## src/rtl/acc_alu_pkg.sv

```systemverilog
package acc_alu_pkg;

    localparam int OP_W   = 5;
    localparam int FLAG_W = 5;

    // status bit positions
    localparam int FL_CY = 0;
    localparam int FL_P  = 1;
    localparam int FL_AC = 2;
    localparam int FL_Z  = 3;
    localparam int FL_S  = 4;

    typedef enum logic [OP_W-1:0] {
        OP_ADD = 5'd0,
        OP_ADC = 5'd1,
        OP_SUB = 5'd2,
        OP_SBB = 5'd3,
        OP_AND = 5'd4,
        OP_XOR = 5'd5,
        OP_OR  = 5'd6,
        OP_CMP = 5'd7,
        OP_RLC = 5'd8,
        OP_RRC = 5'd9,
        OP_RAL = 5'd10,
        OP_RAR = 5'd11,
        OP_CMA = 5'd12,
        OP_CMC = 5'd13,
        OP_STC = 5'd14,
        OP_INC = 5'd15,
        OP_DEC = 5'd16
    } alu_op_e;

endpackage

```

## src/rtl/acc_alu_addsub.sv

```systemverilog
module acc_alu_addsub #(
    parameter int W = 8
) (
    input  logic [W-1:0] a,
    input  logic [W-1:0] b,
    input  logic         sub,
    input  logic         cin_en,
    input  logic         cy_in,
    output logic [W-1:0] sum,
    output logic         cy_out,
    output logic         hc_out
);
    localparam int H = W / 2;

    logic [W-1:0] b_eff;
    logic         cin;
    logic [W:0]   full;
    logic [H:0]   low;

    always_comb begin
        b_eff  = sub ? ~b : b;
        cin    = sub ? ~(cin_en & cy_in) : (cin_en & cy_in);
        full   = {1'b0, a} + {1'b0, b_eff} + {{W{1'b0}}, cin};
        low    = {1'b0, a[H-1:0]} + {1'b0, b_eff[H-1:0]} + {{H{1'b0}}, cin};
        sum    = full[W-1:0];
        // subtract reports borrow: inverse of the internal carry
        cy_out = sub ? ~full[W] : full[W];
        hc_out = low[H];
    end
endmodule

```

## src/rtl/acc_alu_bitops.sv

```systemverilog
module acc_alu_bitops
    import acc_alu_pkg::*;
#(
    parameter int W = 8
) (
    input  logic [W-1:0] a,
    input  logic [W-1:0] b,
    input  alu_op_e      op,
    input  logic         cy_in,
    output logic [W-1:0] res,
    output logic         cy_out
);
    always_comb begin
        res    = a;
        cy_out = cy_in;
        case (op)
            OP_AND: res = a & b;
            OP_XOR: res = a ^ b;
            OP_OR:  res = a | b;
            OP_CMA: res = ~a;
            OP_RLC: begin
                res    = {a[W-2:0], a[W-1]};
                cy_out = a[W-1];
            end
            OP_RRC: begin
                res    = {a[0], a[W-1:1]};
                cy_out = a[0];
            end
            OP_RAL: begin
                res    = {a[W-2:0], cy_in};
                cy_out = a[W-1];
            end
            OP_RAR: begin
                res    = {cy_in, a[W-1:1]};
                cy_out = a[0];
            end
            default: begin
                res    = a;
                cy_out = cy_in;
            end
        endcase
    end
endmodule

```

## src/rtl/acc_alu_step.sv

```systemverilog
module acc_alu_step #(
    parameter int W = 8
) (
    input  logic [W-1:0] a,
    input  logic         down,
    output logic [W-1:0] res,
    output logic         hc_out
);
    localparam int H = W / 2;
    localparam logic [W-1:0] ONE = W'(1);

    always_comb begin
        res    = down ? (a - ONE) : (a + ONE);
        hc_out = down ? (|a[H-1:0]) : (&a[H-1:0]);
    end
endmodule

```

## src/rtl/acc_alu_status.sv

```systemverilog
module acc_alu_status #(
    parameter int W = 8
) (
    input  logic [W-1:0] res,
    output logic         sign,
    output logic         zero,
    output logic         par_even
);
    logic [W-1:0] chain;

    assign chain[0] = res[0];
    generate
        for (genvar i = 1; i < W; i++) begin : g_par
            assign chain[i] = chain[i-1] ^ res[i];
        end
    endgenerate

    assign sign     = res[W-1];
    assign zero     = (res == '0);
    assign par_even = ~chain[W-1];
endmodule

```

## src/rtl/acc_alu_core.sv

```systemverilog
module acc_alu_core
    import acc_alu_pkg::*;
#(
    parameter int DATA_W = 8
) (
    input  logic                clk,
    input  logic                rst_n,
    input  logic                strobe,
    input  logic [OP_W-1:0]     op_code,
    input  logic [DATA_W-1:0]   operand,
    output logic [DATA_W-1:0]   acc,
    output logic [FLAG_W-1:0]   flags,
    output logic [DATA_W-1:0]   step_out
);
    alu_op_e             op;
    logic [DATA_W-1:0]   acc_q, acc_d;
    logic [FLAG_W-1:0]   fl_q, fl_d;

    logic                is_sub, use_cin;
    logic [DATA_W-1:0]   ar_sum;
    logic                ar_cy, ar_hc;
    logic [DATA_W-1:0]   lg_res;
    logic                lg_cy;
    logic [DATA_W-1:0]   sp_res;
    logic                sp_hc;
    logic                ar_s, ar_z, ar_p;
    logic                lg_s, lg_z, lg_p;
    logic                sp_s, sp_z, sp_p;

    assign op = alu_op_e'(op_code);

    always_comb begin
        is_sub  = (op == OP_SUB) || (op == OP_SBB) || (op == OP_CMP);
        use_cin = (op == OP_ADC) || (op == OP_SBB);
    end

    acc_alu_addsub #(.W(DATA_W)) u_arith (
        .a      (acc_q),
        .b      (operand),
        .sub    (is_sub),
        .cin_en (use_cin),
        .cy_in  (fl_q[FL_CY]),
        .sum    (ar_sum),
        .cy_out (ar_cy),
        .hc_out (ar_hc)
    );

    acc_alu_bitops #(.W(DATA_W)) u_bits (
        .a      (acc_q),
        .b      (operand),
        .op     (op),
        .cy_in  (fl_q[FL_CY]),
        .res    (lg_res),
        .cy_out (lg_cy)
    );

    acc_alu_step #(.W(DATA_W)) u_step (
        .a      (operand),
        .down   (op == OP_DEC),
        .res    (sp_res),
        .hc_out (sp_hc)
    );

    acc_alu_status #(.W(DATA_W)) u_st_ar (
        .res(ar_sum), .sign(ar_s), .zero(ar_z), .par_even(ar_p)
    );
    acc_alu_status #(.W(DATA_W)) u_st_lg (
        .res(lg_res), .sign(lg_s), .zero(lg_z), .par_even(lg_p)
    );
    acc_alu_status #(.W(DATA_W)) u_st_sp (
        .res(sp_res), .sign(sp_s), .zero(sp_z), .par_even(sp_p)
    );

    // next-value selection
    always_comb begin
        acc_d = acc_q;
        fl_d  = fl_q;
        case (op)
            OP_ADD, OP_ADC, OP_SUB, OP_SBB, OP_CMP: begin
                if (op != OP_CMP) begin
                    acc_d = ar_sum;
                end
                fl_d[FL_S]  = ar_s;
                fl_d[FL_Z]  = ar_z;
                fl_d[FL_AC] = ar_hc;
                fl_d[FL_P]  = ar_p;
                fl_d[FL_CY] = ar_cy;
            end
            OP_AND, OP_XOR, OP_OR: begin
                acc_d       = lg_res;
                fl_d[FL_S]  = lg_s;
                fl_d[FL_Z]  = lg_z;
                fl_d[FL_P]  = lg_p;
                fl_d[FL_CY] = 1'b0;
            end
            OP_RLC, OP_RRC, OP_RAL, OP_RAR: begin
                acc_d       = lg_res;
                fl_d[FL_CY] = lg_cy;
            end
            OP_CMA: acc_d = lg_res;
            OP_CMC: fl_d[FL_CY] = ~fl_q[FL_CY];
            OP_STC: fl_d[FL_CY] = 1'b1;
            OP_INC, OP_DEC: begin
                fl_d[FL_S]  = sp_s;
                fl_d[FL_Z]  = sp_z;
                fl_d[FL_AC] = sp_hc;
                fl_d[FL_P]  = sp_p;
            end
            default: begin
                acc_d = acc_q;
                fl_d  = fl_q;
            end
        endcase
    end

    always_ff @(posedge clk or negedge rst_n) begin
        if (!rst_n) begin
            acc_q <= '0;
            fl_q  <= '0;
        end else if (strobe) begin
            acc_q <= acc_d;
            fl_q  <= fl_d;
        end
    end

    assign acc      = acc_q;
    assign flags    = fl_q;
    assign step_out = sp_res;
endmodule

```

## config.mk

```make
export PLATFORM = sky130hd
export DESIGN_NAME = acc_alu_core
export DESIGN_NICKNAME = d
export VERILOG_FILES = /design/src/rtl/acc_alu_pkg.sv /design/src/rtl/acc_alu_addsub.sv /design/src/rtl/acc_alu_bitops.sv /design/src/rtl/acc_alu_step.sv /design/src/rtl/acc_alu_status.sv /design/src/rtl/acc_alu_core.sv
export SDC_FILE = /design/constraint.sdc
export NUM_CORES = 1
export LEC_CHECK = 0
export BUFFER_PORTS_ARGS = -buffer_cell sky130_fd_sc_hd__buf_2
export CAP_MARGIN = 20
export CORE_UTILIZATION = 40
export CTS_BUF_LIST = sky130_fd_sc_hd__clkbuf_16
export DETAILED_ROUTE_END_ITERATION = 8
export PLACE_DENSITY = 0.58
export SLEW_MARGIN = 20
export SYNTH_ARGS = -nofsm -noshare
export SYNTH_HDL_FRONTEND = slang
export SYNTH_HIERARCHICAL = 1
export SYNTH_SLANG_ARGS = --single-unit
```

## constraint.sdc

```tcl
create_clock -name clk -period 3.9 [get_ports clk]
set_input_delay 0.78 -clock clk [delete_from_list [all_inputs] [get_ports clk]]
set_output_delay 0.78 -clock clk [all_outputs]
set_load 0.02 [all_outputs]
```

== After elaboration in Yosys (flattened, before gate mapping) ==
Index checks and enable logic that the tools add are counted.

* Add/sub/neg operators: 6
* Bitwise logic cells: 33
* Equal/unequal tests: 19
* Mux-type cells: 13
* Reduce and logical (&&, ||, !) cells: 24

{| class="wikitable"
|+ Operator list
! kind !! number
|-
| $pmux W8 S8 || 1
|-
| $eq A5 B4 Y1 const B || 8
|-
| $logic_not A8 Y1 || 3
|-
| $mux W8 || 3
|-
| $xor A1 B1 Y1 || 21
|-
| $eq A5 B3 Y1 const B || 4
|-
| $not A8 Y8 || 2
|-
| $pmux W8 S2 || 1
|-
| $eq A5 B2 Y1 const B || 2
|-
| $add A8 B8 Y9 || 1
|-
| $add A9 B1 Y9 || 1
|-
| $add A8 B1 Y8 const B || 1
|-
| $and A8 B8 Y8 || 1
|-
| $or A8 B8 Y8 || 1
|-
| $reduce_or A4 Y1 || 2
|-
| $reduce_or A8 Y1 || 1
|-
| $sub A8 B1 Y8 const B || 1
|-
| $xor A8 B8 Y8 || 1
|-
| $not A1 Y1 || 6
|-
| $pmux W2 S3 || 1
|-
| $reduce_and A3 Y1 || 2
|-
| $reduce_or A2 Y1 || 3
|-
| $add A4 B4 Y5 || 1
|-
| $add A5 B1 Y5 || 1
|-
| other kinds (19) || 26
|}

* Bits of input ports: 16
* Word-level logic and storage cells: 99
* Output and inout bits: 21
* Bits in registers: 13

== Longest topological paths before layout ==
* Word-level depth: 15
* Depth in mapped cells: 18
* Mapped depth without buffers: 16

== Hierarchy ==
The synthesis kept the hierarchy.

{| class="wikitable"
|+ By module, submodules not included
! module !! times used !! area each (µm²) !! sequential area each (µm²) !! cells an instance
|-
| acc_alu_core || 1 || 919.6 || 325.3 || 105
|-
| acc_alu_bitops || 1 || 838.3 || 0.0 || 117
|-
| acc_alu_addsub || 1 || 475.5 || 0.0 || 59
|-
| acc_alu_status || 3 || 106.4 || 0.0 || 11
|-
| acc_alu_step || 1 || 315.3 || 0.0 || 43
|}

== Worst setup path after synthesis ==
OpenSTA, ideal clock, no wires.

* Path kind: input to register
* Start: input op_code[3]
* End: register fl_q[1], in the netlist flags[1]
* Path slack: -0.061 ns
* Setup time: 0.133 ns
* Cell stages on the path: 18
* Required time: 3.767 ns
* Arrival time: 3.828 ns
* Buffers on the path: 2
* Path through: buf_6 > nor2_1 > a21boi_1 > inv_1 > nor2_1 > buf_2 > xor2_1 > fa_1 > inv_1 > fa_1 > nor2b_4 > o2111ai_1 > nand2_1 > xor2_1 > xnor2_1 > xnor3_1 > a21oi_1 > o21ai_1

* Elaborated cells on any way between the ends: 56
* Classes of those cells: add/sub (2); eq/ne (14); mux (5); bitwise (26); reduce/logical (9)

{| class="wikitable"
|+ RTL lines
! element !! line !! text
|-
| start, declared || acc_alu_core.sv:9 || <nowiki>input logic [OP_W-1:0] op_code,</nowiki>
|-
| $eq A5 B2 Y1 || acc_alu_core.sv:33 || <nowiki>is_sub = (op == OP_SUB) || (op == OP_SBB) || (op == OP_CMP);</nowiki>
|-
| $logic_or A1 B1 Y1 || acc_alu_core.sv:33 ||
|-
| $logic_or A1 B1 Y1 * || acc_alu_core.sv:33 ||
|-
| net is_sub || acc_alu_core.sv:19 || <nowiki>logic is_sub, use_cin;</nowiki>
|-
| $mux W8 || acc_alu_addsub.sv:21 || <nowiki>b_eff = sub ? ~b : b;</nowiki>
|-
| $add A8 B8 Y9 || acc_alu_addsub.sv:23 || <nowiki>full = {1'b0, a} + {1'b0, b_eff} + {{W{1'b0}}, cin};</nowiki>
|-
| $add A9 B1 Y9 * || acc_alu_addsub.sv:23 ||
|-
| net ar_sum[6] || acc_alu_core.sv:20 || <nowiki>logic [DATA_W-1:0] ar_sum;</nowiki>
|-
| $xor A1 B1 Y1 * (2 in series) || acc_alu_status.sv:14 || <nowiki>assign chain[i] = chain[i-1] ^ res[i];</nowiki>
|-
| $not A1 Y1 * || acc_alu_status.sv:20 || <nowiki>assign par_even = ~chain[W-1];</nowiki>
|-
| net ar_p || acc_alu_core.sv:26 || <nowiki>logic ar_s, ar_z, ar_p;</nowiki>
|-
| $pmux W1 S3 * || acc_alu_core.sv:78 || <nowiki>case (op)</nowiki>
|-
| end signal, assigned || acc_alu_core.sv:122 || <nowiki>fl_q <= fl_d;</nowiki>
|-
| end, declared || acc_alu_core.sv:17 || <nowiki>logic [FLAG_W-1:0] fl_q, fl_d;</nowiki>
|}

The timed path passes the listed nets; every way through them passes the cells marked *.
A chain may end at the register's enable or synchronous reset.

== Worst setup path after layout ==
* Start: input op_code[1]
* End: register fl_q[1], in the netlist flags[1]

* Elaborated cells on any way between the ends: 56
* Classes of those cells: add/sub (2); eq/ne (14); mux (5); bitwise (26); reduce/logical (9)

{| class="wikitable"
|+ RTL lines
! element !! line !! text
|-
| $eq A5 B5 Y1 * || acc_alu_core.sv:59 || <nowiki>.down (op == OP_DEC),</nowiki>
|-
| $mux W8 * || acc_alu_step.sv:13 || <nowiki>res = down ? (a - ONE) : (a + ONE);</nowiki>
|-
| $xor A1 B1 Y1 (6 in series) || acc_alu_status.sv:14 ||
|-
| $xor A1 B1 Y1 * || acc_alu_status.sv:14 ||
|-
| $not A1 Y1 * || acc_alu_status.sv:20 ||
|-
| net sp_p || acc_alu_core.sv:28 || <nowiki>logic sp_s, sp_z, sp_p;</nowiki>
|-
| $pmux W1 S3 * || acc_alu_core.sv:78 ||
|}

Marks and branches as above.

==> results.json <==
{
  "status": "complete, no violations",
  "finalWorstSetupSlack_ns": 0.0895,
  "netlist_area_um2": 2870,
  "dr_wl_met2_um": 4010,
  "first_pass_iters": 4,
  "num_vias": 2886,
  "die_y_um": 86.7,
  "slew_violations": 0,
  "crit_top_cell": "nor2_1",
  "crit_arrival_ns": 3.91,
  "multi_input_area_um2": 2370,
  "cap_violations": 0,
  "drt_wl_total_um": 8350,
  "grt_max_degree": 29,
  "yosys_warnings": 6,
  "power.switching_mw": 1.07,
  "tightest_slew_ns": 0.483,
  "max_slew_margin": 0.676,
  "synth_edf_count": 0,
  "grt_pass1_vias": 2721,
  "die_area_um2": 7510,
  "p_seq_frac": 0.139,
  "cts_buffers": 3,
  "met1_length_um": 3860,
  "ys_seq_area_frac": 0.113,
  "fill_cells": 652,
  "ys_seq_elements": 13,
  "dieWidth_um": 86.7,
  "grt_antenna_before_repair": 0,
  "drive_above_1_share": 0.311,
  "core_um2": 6870,
  "syn_nets": 408,
  "start_util": 0.417,
  "dp_worst_setup_slack_ns": -0.177,
  "crit_slowest_cell": "xnor3_1",
  "async_flop_share": 1.00,
  "synth_cells": 357,
  "syn_area_per_cell_um2": 8.03,
  "regArea_um2": 325,
  "port_buffers": 36,
  "grt_overflow": 0,
  "cellPowerDensity_nw_per_um2": 649,
  "synth-main-ff-cell": "dfrtp_1",
  "ant_nets": 0,
  "grt_use_total": 0.227,
  "slowest_delay_ns": 0.47,
  "start_kind": "primary input",
  "fmaxAchievable_ghz": 0.262,
  "hold_path_class": "in -> async",
  "switching_share": 0.446,
  "p_clk_frac": 0.080,
  "viasPerCell": 5.41,
  "layout.nets": 489,
  "clk_path_buf_depth": 2,
  "end_kind": "flip-flop",
  "hold_ws_ns": 0.425,
  "cts.sinks": 13,
  "internal_power_mw": 1.33,
  "clock-skew-final_ns": 0.00184,
  "crit_required_ns": 4.00,
  "dp.cells": 526,
  "clock_latency_ns": 0.24,
  "ios": 37,
  "drt_drc_violations_left": 0,
  "crit_chain": "buf_2 -> buf_12 -> nor2_4 -> and3_4 -> ha_1 -> a211oi_2 -> nor2_1 -> a41oi_2 -> xnor2_2 -> xnor3_1 -> xnor3_2 -> nand2_2 -> nor2_1 -> a221o_1 -> a21oi_2 -> o21ai_1",
  "grt_pass1_wl_um": 13400,
  "cts_tree": "yes",
  "wl_per_cell_um": 15.7,
  "fin_crit_sh": 0.977,
  "n_antenna_cell": 0,
  "cts_max_level": 1,
  "drtIter0Drc": 170,
  "num_rows": 30,
  "highest_layer": "met4",
  "setup_viol_count_final": 0,
  "irDropWorstVdd_mv": 0.518,
  "met3_length_um": 370,
  "cts_root_buf": "clkbuf_16",
  "path_max_fanout": 10,
  "hold_buffers": 0,
  "path_class": "in -> reg",
  "finalHoldViolations": 0,
  "yosysUniqueCellTypes": 68,
  "dp_hpwl_um": 6600,
  "period_minus_slack_ns": 3.81,
  "p_leak_nw": 1.86,
  "area.growth.synth_to_final_pct": 28.5,
  "clk_pin_slew_ns": 0.05,
  "gp_congestion": 0.911,
  "final_cell_count_no_fill": 533,
  "combPwrFrac": 0.781
}
## final cells by class
cell class	instances	area share
well taps	96	0.0326
flip-flops and latches	13	0.0883
multi-input cells	286	0.644
clock inverters	1	0.00102
repair buffers	93	0.171
clock buffers	3	0.0204
inverters	41	0.0418
## cells in the final DEF (no fill, tap or decap), types with 3 or more instances in the layout
| master | netlist | layout |
|---|---|---|
| and3_1 | 3 | 3 |
| a21oi_2 | 3 | 6 |
| nand2b_1 | 8 | 8 |
| xnor2_1 | 11 | 10 |
| a31oi_1 | 7 | 7 |
| a221o_1 | 4 | 4 |
| inv_2 | 3 | 3 |
| a21oi_1 | 25 | 22 |
| o22ai_1 | 8 | 8 |
| o211ai_1 | 6 | 6 |
| buf_6 | 5 | 3 |
| nand2_1 | 20 | 19 |
| a311oi_1 | 3 | 3 |
| nor3_1 | 3 | 3 |
| nor2b_4 | 2 | 3 |
| nor2_1 | 35 | 33 |
| buf_2 | 5 | 36 |
| fa_1 | 3 | 3 |
| o21ai_1 | 7 | 8 |
| o21ai_0 | 10 | 8 |
| mux2i_1 | 22 | 22 |
| dfrtp_1 | 13 | 13 |
| xor2_1 | 14 | 11 |
| inv_1 | 38 | 39 |
| clkbuf_16 | 0 | 3 |
| nor4_1 | 3 | 3 |
| buf_4 | 6 | 53 |
| xor2_2 | 0 | 3 |
| ha_1 | 32 | 29 |
| xnor3_1 | 6 | 5 |
## worst paths after layout
| kind | startpoint | to | slack (ns) | cells after the start |
|---|---|---|---|---|
| setup / recovery | op_code[1] | flags[1]$_DFFE_PN0P_ | 0.09 | 16 |
| hold / removal | rst_n | flags[0]$_DFFE_PN0P_ | 0.43 | 1 |
| setup reg to reg | acc[1]$_DFFE_PN0P_ | flags[1]$_DFFE_PN0P_ | 0.76 | 13 |
| hold reg to reg | flags[3]$_DFFE_PN0P_ | flags[3]$_DFFE_PN0P_ | 0.48 | 2 |
| max in group asynchronous | rst_n | acc[7]$_DFFE_PN0P_ | 3.25 | 1 |
| min in group clk | flags[3]$_DFFE_PN0P_ | flags[3]$_DFFE_PN0P_ | 0.48 | 2 |
## worst max-delay path, delay by kind of cell
family	cells	cell delay (ns)
AND/OR/NAND/NOR	5	0.60
adder cells (fa/ha/maj)	1	0.27
buffers and inverters	2	0.27
XOR/XNOR	3	1.08
AO/OA/AOI/OAI	5	0.89
## cell families after synthesis
| family | after synthesis | share of synthesized area |
|---|---|---|
| fa+ha+maj | 36 | 0.164 |
| mux | 23 | 0.0807 |
| buf+inv | 58 | 0.0990 |
| simple gates | 98 | 0.188 |
| xor+xnor | 31 | 0.123 |
| flops | 13 | 0.113 |
| compound gates | 98 | 0.231 |
## metrics by stage
| step | total power, mW | TNS, ns | area (um2) | util |
|---|---|---|---|---|
| final | 2.39 | 0 | 3680 | 0.536 |
| after detailed placement | 2.12 | -0.177 | 3460 | 0.504 |
| after floorplan | 1.50 | 0 | 2880 | - |
| after global routing | 2.59 | -0.0463 | 3680 | 0.536 |
| after global placement | 2.09 | -0.119 | 3460 | 0.504 |
| after CTS | 2.32 | 0 | 3540 | 0.516 |
## metal layers
| layer | global-route usage | up-vias |
|---|---|---|
| li1 | - | 1435 |
| met1 | 0.311 | 1368 |
| met2 | 0.400 | 77 |
| met3 | 0.0181 | 6 |
| met4 | 0.0303 | 0 |
| met5 | 0 | - |
## power groups by stage
stage | sequential [mW] | clock (mW) | combinational, mW
after detailed placement | 0.332 | 0 | 1.79
after floorplan | 0.355 | 0 | 1.14
after global placement | 0.335 | 0 | 1.76
after global routing | 0.346 | 0.200 | 2.05
final | 0.333 | 0.190 | 1.87
after CTS | 0.332 | 0.192 | 1.80
## registers in the layout, indices dropped and copies added (netlist names)
register / flops
acc: 8
flags: 5
## cells in the mapped netlist, types with 3 or more instances
cell type | number | area, um2
inv_1 | 38 | 143
nor2_1 | 35 | 131
ha_1 | 32 | 400
a21oi_1 | 25 | 125
mux2i_1 | 22 | 220
nand2_1 | 20 | 75.1
xor2_1 | 14 | 123
dfrtp_1 | 13 | 325
xnor2_1 | 11 | 96.3
o21ai_0 | 10 | 50.1
nand2b_1 | 8 | 50.1
o22ai_1 | 8 | 50.1
a31oi_1 | 7 | 43.8
o21ai_1 | 7 | 35.0
buf_4 | 6 | 45.0
o211ai_1 | 6 | 45.0
xnor3_1 | 6 | 135
buf_2 | 5 | 25.0
buf_6 | 5 | 56.3
a221o_1 | 4 | 40.0
a21oi_2 | 3 | 26.3
a311oi_1 | 3 | 26.3
and3_1 | 3 | 18.8
fa_1 | 3 | 60.1
inv_2 | 3 | 11.3
nor3_1 | 3 | 15.0
nor4_1 | 3 | 18.8
## what timing repair did
| action | CTS | global route |
|---|---|---|
| gates resized for setup | 0 | 26 |
| setup buffers | 0 | 3 |
| setup endpoints to repair | 0 | 4 |
Power figures use the tool's default switching activity.
